### src/rtl/rrf_pkg.sv
package rrf_pkg;
    localparam int DEF_DATA_W  = 8;
    localparam int DEF_IDX_W   = 7;
    localparam int DEF_ROW_LEN = 80;
    localparam int DEF_CELL_H  = 8;
    localparam int NUM_BANKS   = 2;
endpackage

### src/rtl/rrf_scan_timer.sv
module rrf_scan_timer #(
    parameter int CELL_H = rrf_pkg::DEF_CELL_H,
    parameter int LINE_W = $clog2(CELL_H)
) (
    input  logic              clk,
    input  logic              rst_n,
    input  logic              line_end,
    output logic [LINE_W-1:0] scan_line,
    output logic              disp_side,
    output logic              swap
);
    localparam logic [LINE_W-1:0] LAST_LINE = LINE_W'(CELL_H - 1);

    typedef struct packed {
        logic [LINE_W-1:0] line;
        logic              side;
    } timer_t;

    timer_t s_d, s_q;

    always_comb begin
        s_d  = s_q;
        swap = line_end && (s_q.line == LAST_LINE);
        if (line_end) begin
            if (swap) begin
                s_d.line = '0;
                s_d.side = ~s_q.side;
            end else begin
                s_d.line = s_q.line + 1'b1;
            end
        end
    end

    always_ff @(posedge clk) begin
        if (!rst_n) s_q <= '0;
        else        s_q <= s_d;
    end

    assign scan_line = s_q.line;
    assign disp_side = s_q.side;

    p_line_step_r6: assert property (@(posedge clk) disable iff (!rst_n)
        (line_end && s_q.line != LAST_LINE) |=> (s_q.line == $past(s_q.line) + 1'b1));
    p_line_hold_r6: assert property (@(posedge clk) disable iff (!rst_n)
        !line_end |=> $stable(s_q));
    p_swap_flip_r6: assert property (@(posedge clk) disable iff (!rst_n)
        swap |=> (s_q.side != $past(s_q.side)) && (s_q.line == '0));
endmodule

### src/rtl/rrf_fill_ctrl.sv
module rrf_fill_ctrl #(
    parameter int DATA_W  = rrf_pkg::DEF_DATA_W,
    parameter int IDX_W   = rrf_pkg::DEF_IDX_W,
    parameter int ROW_LEN = rrf_pkg::DEF_ROW_LEN
) (
    input  logic              clk,
    input  logic              rst_n,
    input  logic              refresh,
    input  logic              mem_req,
    input  logic              fill_en,
    input  logic [IDX_W-1:0]  ref_idx,
    input  logic [DATA_W-1:0] data_in,
    input  logic              swap,
    output logic              wr_en,
    output logic [IDX_W-1:0]  wr_idx,
    output logic [DATA_W-1:0] wr_data,
    output logic              underrun
);
    localparam logic [IDX_W-1:0] LEN_I = IDX_W'(ROW_LEN);

    typedef struct packed {
        logic               cyc_prev;
        logic [ROW_LEN-1:0] filled;
        logic               under;
    } fill_t;

    fill_t s_d, s_q;
    logic               cyc;
    logic [ROW_LEN-1:0] filled_now;

    always_comb begin
        cyc        = refresh && mem_req;
        wr_en      = cyc && !s_q.cyc_prev && fill_en && (ref_idx < LEN_I);
        wr_idx     = ref_idx;
        wr_data    = data_in;
        filled_now = s_q.filled;
        if (wr_en) filled_now[wr_idx] = 1'b1;
        s_d          = s_q;
        s_d.cyc_prev = cyc;
        s_d.filled   = filled_now;
        if (swap) begin
            s_d.under  = ~(&filled_now);
            s_d.filled = '0;
        end
    end

    always_ff @(posedge clk) begin
        if (!rst_n) s_q <= '0;
        else        s_q <= s_d;
    end

    assign underrun = s_q.under;

    p_fill_clear_r10: assert property (@(posedge clk) disable iff (!rst_n)
        swap |=> ($countones(s_q.filled) == 0));
    p_full_row_r8: assert property (@(posedge clk) disable iff (!rst_n)
        (swap && $countones(s_q.filled) == ROW_LEN) |=> !underrun);
    p_short_row_r8: assert property (@(posedge clk) disable iff (!rst_n)
        (swap && !wr_en && $countones(s_q.filled) < ROW_LEN) |=> underrun);
    p_one_per_cycle_r2: assert property (@(posedge clk) disable iff (!rst_n)
        wr_en |=> !wr_en);
endmodule

### src/rtl/rrf_row_store.sv
module rrf_row_store #(
    parameter int DATA_W  = rrf_pkg::DEF_DATA_W,
    parameter int IDX_W   = rrf_pkg::DEF_IDX_W,
    parameter int ROW_LEN = rrf_pkg::DEF_ROW_LEN
) (
    input  logic              clk,
    input  logic              rst_n,
    input  logic              wr_en,
    input  logic              wr_side,
    input  logic [IDX_W-1:0]  wr_idx,
    input  logic [DATA_W-1:0] wr_data,
    input  logic              rd_side,
    input  logic [IDX_W-1:0]  rd_idx,
    output logic [DATA_W-1:0] rd_data
);
    localparam logic [IDX_W-1:0] LEN_I = IDX_W'(ROW_LEN);

    genvar b;
    generate
        for (b = 0; b < rrf_pkg::NUM_BANKS; b++) begin : g_bank
            logic [DATA_W-1:0] bank_q [ROW_LEN];
            always_ff @(posedge clk) begin
                if (!rst_n) begin
                    for (int i = 0; i < ROW_LEN; i++) bank_q[i] <= '0;
                end else if (wr_en && (wr_side == 1'(b)) && (wr_idx < LEN_I)) begin
                    bank_q[wr_idx] <= wr_data;
                end
            end
        end
    endgenerate

    logic [DATA_W-1:0] rd_d, rd_q;

    always_comb begin
        rd_d = '0;
        if (rd_idx < LEN_I)
            rd_d = rd_side ? g_bank[1].bank_q[rd_idx] : g_bank[0].bank_q[rd_idx];
    end

    always_ff @(posedge clk) begin
        if (!rst_n) rd_q <= '0;
        else        rd_q <= rd_d;
    end

    assign rd_data = rd_q;

    p_wr_range_r3: assert property (@(posedge clk) disable iff (!rst_n)
        wr_en |-> (wr_idx < LEN_I));
    p_wr_not_display_r7: assert property (@(posedge clk) disable iff (!rst_n)
        wr_en |-> (wr_side != rd_side));
    p_rd_blank_r9: assert property (@(posedge clk) disable iff (!rst_n)
        (rd_idx >= LEN_I) |=> (rd_data == '0));
endmodule

### src/rtl/refresh_row_fetcher.sv
module refresh_row_fetcher #(
    parameter int DATA_W  = rrf_pkg::DEF_DATA_W,
    parameter int IDX_W   = rrf_pkg::DEF_IDX_W,
    parameter int ROW_LEN = rrf_pkg::DEF_ROW_LEN,
    parameter int CELL_H  = rrf_pkg::DEF_CELL_H
) (
    input  logic                      clk,
    input  logic                      rst_n,
    input  logic                      refresh,
    input  logic                      mem_req,
    input  logic [IDX_W-1:0]          ref_addr,
    input  logic [DATA_W-1:0]         data_in,
    input  logic                      fill_en,
    input  logic                      line_end,
    input  logic [IDX_W-1:0]          disp_col,
    output logic [DATA_W-1:0]         glyph_code,
    output logic [$clog2(CELL_H)-1:0] glyph_row,
    output logic                      underrun
);
    localparam int LINE_W = $clog2(CELL_H);

    typedef struct packed {
        logic [LINE_W-1:0] row;
    } out_t;

    logic              swap, disp_side, wr_en;
    logic [LINE_W-1:0] scan_line;
    logic [IDX_W-1:0]  wr_idx;
    logic [DATA_W-1:0] wr_data;
    out_t              o_d, o_q;

    rrf_scan_timer #(.CELL_H(CELL_H), .LINE_W(LINE_W)) u_timer (
        .clk(clk), .rst_n(rst_n), .line_end(line_end),
        .scan_line(scan_line), .disp_side(disp_side), .swap(swap)
    );

    rrf_fill_ctrl #(.DATA_W(DATA_W), .IDX_W(IDX_W), .ROW_LEN(ROW_LEN)) u_fill (
        .clk(clk), .rst_n(rst_n), .refresh(refresh), .mem_req(mem_req),
        .fill_en(fill_en), .ref_idx(ref_addr), .data_in(data_in), .swap(swap),
        .wr_en(wr_en), .wr_idx(wr_idx), .wr_data(wr_data), .underrun(underrun)
    );

    rrf_row_store #(.DATA_W(DATA_W), .IDX_W(IDX_W), .ROW_LEN(ROW_LEN)) u_store (
        .clk(clk), .rst_n(rst_n), .wr_en(wr_en), .wr_side(~disp_side),
        .wr_idx(wr_idx), .wr_data(wr_data), .rd_side(disp_side),
        .rd_idx(disp_col), .rd_data(glyph_code)
    );

    always_comb begin
        o_d     = o_q;
        o_d.row = scan_line;
    end

    always_ff @(posedge clk) begin
        if (!rst_n) o_q <= '0;
        else        o_q <= o_d;
    end

    assign glyph_row = o_q.row;

    p_gate_r4: assert property (@(posedge clk) disable iff (!rst_n)
        wr_en |-> (fill_en && refresh && mem_req));
    p_row_follows_r6: assert property (@(posedge clk) disable iff (!rst_n)
        1'b1 |=> (glyph_row == $past(scan_line)));
endmodule

### config.mk
export PLATFORM = sky130hd
export DESIGN_NAME = refresh_row_fetcher
export DESIGN_NICKNAME = d
export VERILOG_FILES = /design/src/rtl/rrf_pkg.sv /design/src/rtl/rrf_scan_timer.sv /design/src/rtl/rrf_fill_ctrl.sv /design/src/rtl/rrf_row_store.sv /design/src/rtl/refresh_row_fetcher.sv
export SDC_FILE = /design/constraint.sdc
export NUM_CORES = 2
export LEC_CHECK = 0
export ABC_AREA = 1
export BUFFER_PORTS_ARGS = -buffer_cell sky130_fd_sc_hd__buf_2
export CAP_MARGIN = 25
export CORE_MARGIN = 2
export CORE_UTILIZATION = 65
export DETAILED_ROUTE_END_ITERATION = 8
export PLACE_DENSITY = 0.81
export SYNTH_ARGS = -nofsm -noshare
export SYNTH_HDL_FRONTEND = slang
export SYNTH_SLANG_ARGS = --single-unit
### constraint.sdc
create_clock -name clk -period 5.05 [get_ports clk]
set_clock_uncertainty 0.1 [all_clocks]
set_input_delay 0.505 -clock clk [delete_from_list [all_inputs] [get_ports clk]]
set_output_delay 0.505 -clock clk [all_outputs]
set_load 0.01 [all_outputs]
* Word level (Yosys, flattened, before mapping) *
Memories as Yosys holds them, arrays and structs flattened.
Cells that the tools add are included.

word-level totals
  RAM bits = 1,280
  register bits = 97
  bits of input ports = 28
  memories = 2

memories
  memory                    words  bits a word  read ports  clocked after Yosys merged registers in  write ports  line                 text
  u_store.g_bank[0].bank_q  80     8            1           0                                        80           rrf_row_store.sv:21  logic [DATA_W-1:0] bank_q [ROW_LEN];
  u_store.g_bank[1].bank_q  80     8            1           0                                        80           rrf_row_store.sv:21

cells by class
  bitwise operators = 4
  $lt $le $gt $ge = 4
  reduce and logical (&&, ||, !) cells = 17
  muxes and demuxes = 18
  $add $sub $neg = 1
  equality and inequality tests = 1

operator list
  operator                                                               count
  80-bit two-way mux                                                     1
  80-bit OR                                                              1
  80-bit AND reduction                                                   1
  8-bit two-way mux                                                      3
  8-bit OR reduction                                                     2
  7-bit < comparator, second input constant                              2
  7-bit two-way mux                                                      2
  1-bit logical AND                                                      10
  1-bit two-way mux                                                      10
  7-bit by 8-bit < comparator with 1-bit output, second input constant   1
  1-bit demux with 7-bit select                                          1
  7-bit by 1-bit >= comparator with 1-bit output, second input constant  1
  2-bit AND reduction                                                    2
  3-bit by 1-bit adder with 3-bit output, second input constant          1
  3-bit equality test, second input constant                             1
  3-bit two-way mux                                                      1
  1-bit NOT                                                              3
  2-bit OR reduction                                                     1
  1-bit zero test                                                        1

* Longest topological paths before layout *
  word-level depth = 11
  mapped depth = 15
  depth with buffers taken out = 13

* Cells and area by module *
From an unflattened synthesis, not the netlist that was laid out.

second synthesis, totals
  cells, all modules = 9,336
  area total of the unflattened synthesis = 91,821.8 um^2

modules (own cells, without submodules)
  module               cells an instance  area an instance (um^2)  instances  seq. area each (um^2)
  rrf_row_store        8,665              87,577.7                 1          59,737.3
  rrf_fill_ctrl        636                3,970.1                  1          1,641.6
  rrf_scan_timer       25                 187.7                    1          80.1
  refresh_row_fetcher  10                 86.3                     1          60.1

* Worst setup path before layout *
OpenSTA, ideal clock, no wires.

  path kind = input to register
  start = in refresh
  end = mem u_store.g_bank[1].bank_q[0][0] (netlist name) (enable)
  setup time = 329 ps
  required time = 4,621 ps
  setup slack = 2,812 ps
  data arrival time = 1,810 ps
  stages on the path = 8
  path buffers = 2
  cell sequence = nand2_1 nor2_1 nand3_1 nor3_1 clkbuf_1 buf_2 nand2_1 nand2_1

RTL lines
  element      line                      text
  from (decl)  refresh_row_fetcher.sv:9  input logic refresh,
  to (decl)    rrf_row_store.sv:21

==> flow_summary.json <==
{
  "firstDrtPassIters": 9,
  "synth.avg_cell_area_um2": 9.85,
  "global_route.usage.total_pct": 34.0,
  "total_negative_setup_slack_ns": 0,
  "slew_headroom_pct": 22.5,
  "cts.sinks": 1697,
  "place_worst_setup_slack_ns": 1.35,
  "wl_um": 202000,
  "gp_congestion": 0.963,
  "timing.critical_path.arrival_ns": 3.89,
  "yosys_most_used_dff": "edfxtp_1",
  "yosys_register_bits": 1697,
  "outcome": "finished clean",
  "yosys_warnings": 0,
  "rr_startpoint": "u_timer.disp_side",
  "cp-end-kind": "flop",
  "synth-simple-area-share_pct": 25.5,
  "synth_enable_flop_cells": 1600,
  "initial_util_pct": 65.7,
  "crit_type": "reg2reg",
  "placement.io_buffers": 39,
  "ff_latch_area_um2": 50000,
  "setup_viol": 0,
  "cts_inserted_buffers": 166,
  "powerDensity_nw_per_um2": 370,
  "i_o_pin_total": 40,
  "fillCellCount": 7728,
  "final_cell_count_no_fill": 9372,
  "cts_max_level": 4,
  "total_area_of_multi_input_combinational_cells_um2": 23400,
  "worst_setup_path_endpoint": "u_store.g_bank[0].bank_q[67][4]",
  "setup.worst_path.start": "u_timer.disp_side",
  "post-synth-top-count-cell": "nand2_1",
  "initial_antenna_violation_count": 7,
  "async_reset_ff_share_pct": 0,
  "synth.area.mux_share_pct": 0,
  "post-route-min-period_ns": 3.55,
  "synth_sequential_area_ratio_pct": 66.3,
  "layout.nets": 7745,
  "grt_overflow": 0,
  "ys_types": 30,
  "cts-root-to-sink-buffers": 3,
  "worst_slack_ns": 1.50,
  "max-vdd-ir-drop_uv": 375,
  "total_power_mw": 30.6,
  "cts_tree": "yes",
  "setup.reg_to_reg.worst_slack_ns": 1.50,
  "period_share_pct": 70.3,
  "dp_area_um2": 77200,
  "max_freq_ghz": 0.282,
  "layout-drive-gt1-share_pct": 5.14,
  "total_leakage_power_nw": 32.8,
  "wire_per_inst_um": 21.6,
  "rsz0062_at_grt": "false",
  "tightestPinTransition_ns": 1.16,
  "clk_latency_ns": 0.78,
  "flow.area_growth_from_synthesis_pct": 9.63,
  "syn_inst": 7650,
  "floorplan.die.width_um": 344,
  "largest_family_of_logic_cells_by_synthesized_area": "simple AND/OR/NAND/NOR gates",
  "maxCapViolations": 0,
  "detail_route.drc_violations": 0,
  "synth_top_area_cell": "edfxtp_1",
  "cp.required_ns": 5.39,
  "via_per_inst": 6.11,
  "hp-class": "in2reg",
  "synth_top_area_share_pct": 63.8,
  "adder_and_majority_cell_fraction_of_the_synthesized_area_pct": 0.0332,
  "maxSlewViolCount": 0,
  "start_kind": "flop",
  "clock-root-buffer": "clkbuf_16",
  "die_area_um2": 119000,
  "dieHeight_um": 344,
  "vias_in_the_first_global_route": 54500,
  "initialDrtViolationCount": 8987,
  "hold_viol": 0,
  "synth_xor_xnor_area_share_pct": 0.0116,
  "grt_pass1_wl_um": 306000,
  "grt_start_max_net_pins": 203,
  "post_synth_instance_area_um2": 75400,
  "final_cell_area_um2": 82600,
  "crit_path_max_fanout": 17,
  "core_region_area_um2": 115000,
  "row_count": 124,
  "worst_setup_hold_path_clk_slew_ns": 0.06,
  "synthTopCellsByCount": "nand2_1, nor2_1, edfxtp_1, nand3_1, clkbuf_1",
  "placedCellCount": 9055,
  "regToRegEndpoint": "u_store.g_bank[0].bank_q[67][4]",
  "synth-compound-area-share_pct": 3.86,
  "synth.top_cells.by_area": "edfxtp_1, nand2_1, nor2_1, nand3_1, dfxtp_1",
  "post_dp_hpwl_um": 120000,
  "detail-route-antenna-nets": 0,
  "routed-via-count": 57200,
  "r2r_cells": 5
}
through the flow:
| stage | hold slack [ns] | utilization, % |
|---|---|---|
| after floorplan | 0.328 | - |
| after global placement | 0.349 | 67.3 |
| after detailed placement | 0.353 | 67.3 |
| after CTS | 0.0894 | 72.0 |
| after global routing | 0.147 | 72.0 |
| final | 0.132 | 72.0 |
flip-flops by register name, indices dropped and copies added (netlist names):
register and count:
glyph_row 3, u_timer.scan_line 3, u_fill.s_q 81, u_store.g_bank.bank_q 1600, u_timer.disp_side 1, u_store.rd_data 8
u_fill.underrun 1
kinds of logic (layout without fill, tap and decap cells):
group	count (synthesis)	after routing
simple gates	4737	4737
compound gates	479	479
other cells	1	325
buf+inv	733	619
xor+xnor	1	1
flops	1697	1697
fa+ha+maj	2	2
repair_timing:
item / in CTS / in global routing
hold buffers: 3 / 0
hold endpoints to repair: 4 / 0
gates resized for setup: 0 / 0
setup buffers: 0 / 0
area by class of cell:
type,count,area share [%]
clock inverters,102,1.09
repair buffers,117,1.38
diodes,5,0.0151
flip-flops and latches,1697,60.5
multi-input cells,5539,28.3
well taps,1512,2.29
clock buffers,206,5.43
inverters,194,0.966
worst max-delay path, cell delays in order (launching register included):
cell	delay, ns
dfxtp_1	0.33
clkinv_1	0.66
nor3_2	1.00
buf_4	0.41
nand2_1	0.30
nand2_1	0.39
worst min path at each step:
stage | startpoint | end | slack (ns) | depth (start not counted)
final | fill_en | u_fill.s_q[48] | 0.13 | 5
after floorplan | u_timer.scan_line[1] | glyph_row[1] | 0.33 | 2
after global placement | u_timer.scan_line[2] | glyph_row[2] | 0.35 | 2
after detailed placement | u_timer.scan_line[2] | glyph_row[2] | 0.35 | 2
after global routing | fill_en | u_fill.s_q[48] | 0.15 | 5
after CTS | fill_en | u_fill.s_q[48] | 0.09 | 5
per-layer routing:
layer | share of wire, % | track usage [%] | vias to the layer above
met3 | 12 | 6.72 | 656
met1 | 35 | 45.0 | 27000
met4 | 5.3 | 17.5 | 4
li1 | - | - | 25600
met2 | 47 | 53.8 | 3997
met5 | 0.010 | 0.120 | -
placed cells by master (no fill, tap or decap), types with 41 or more instances in the layout:
cell,n
inv_1,174
nand2_1,1926
o211ai_1,116
clkinv_1,41
nand3_1,1025
buf_4,50
clkbuf_16,172
edfxtp_1,1600
o21ai_0,257
o21bai_1,75
dfxtp_1,97
nor2_1,1757
conb_1,320
report_power, final:
| group | internal (mW) | switching [mW] |
|---|---|---|
| Clock | 7.02 | 5.26 |
| Combinational | 0.487 | 1.73 |
| Sequential | 15.9 | 0.166 |
| Total | 23.4 | 7.16 |
(Power assumes the default switching activity.)
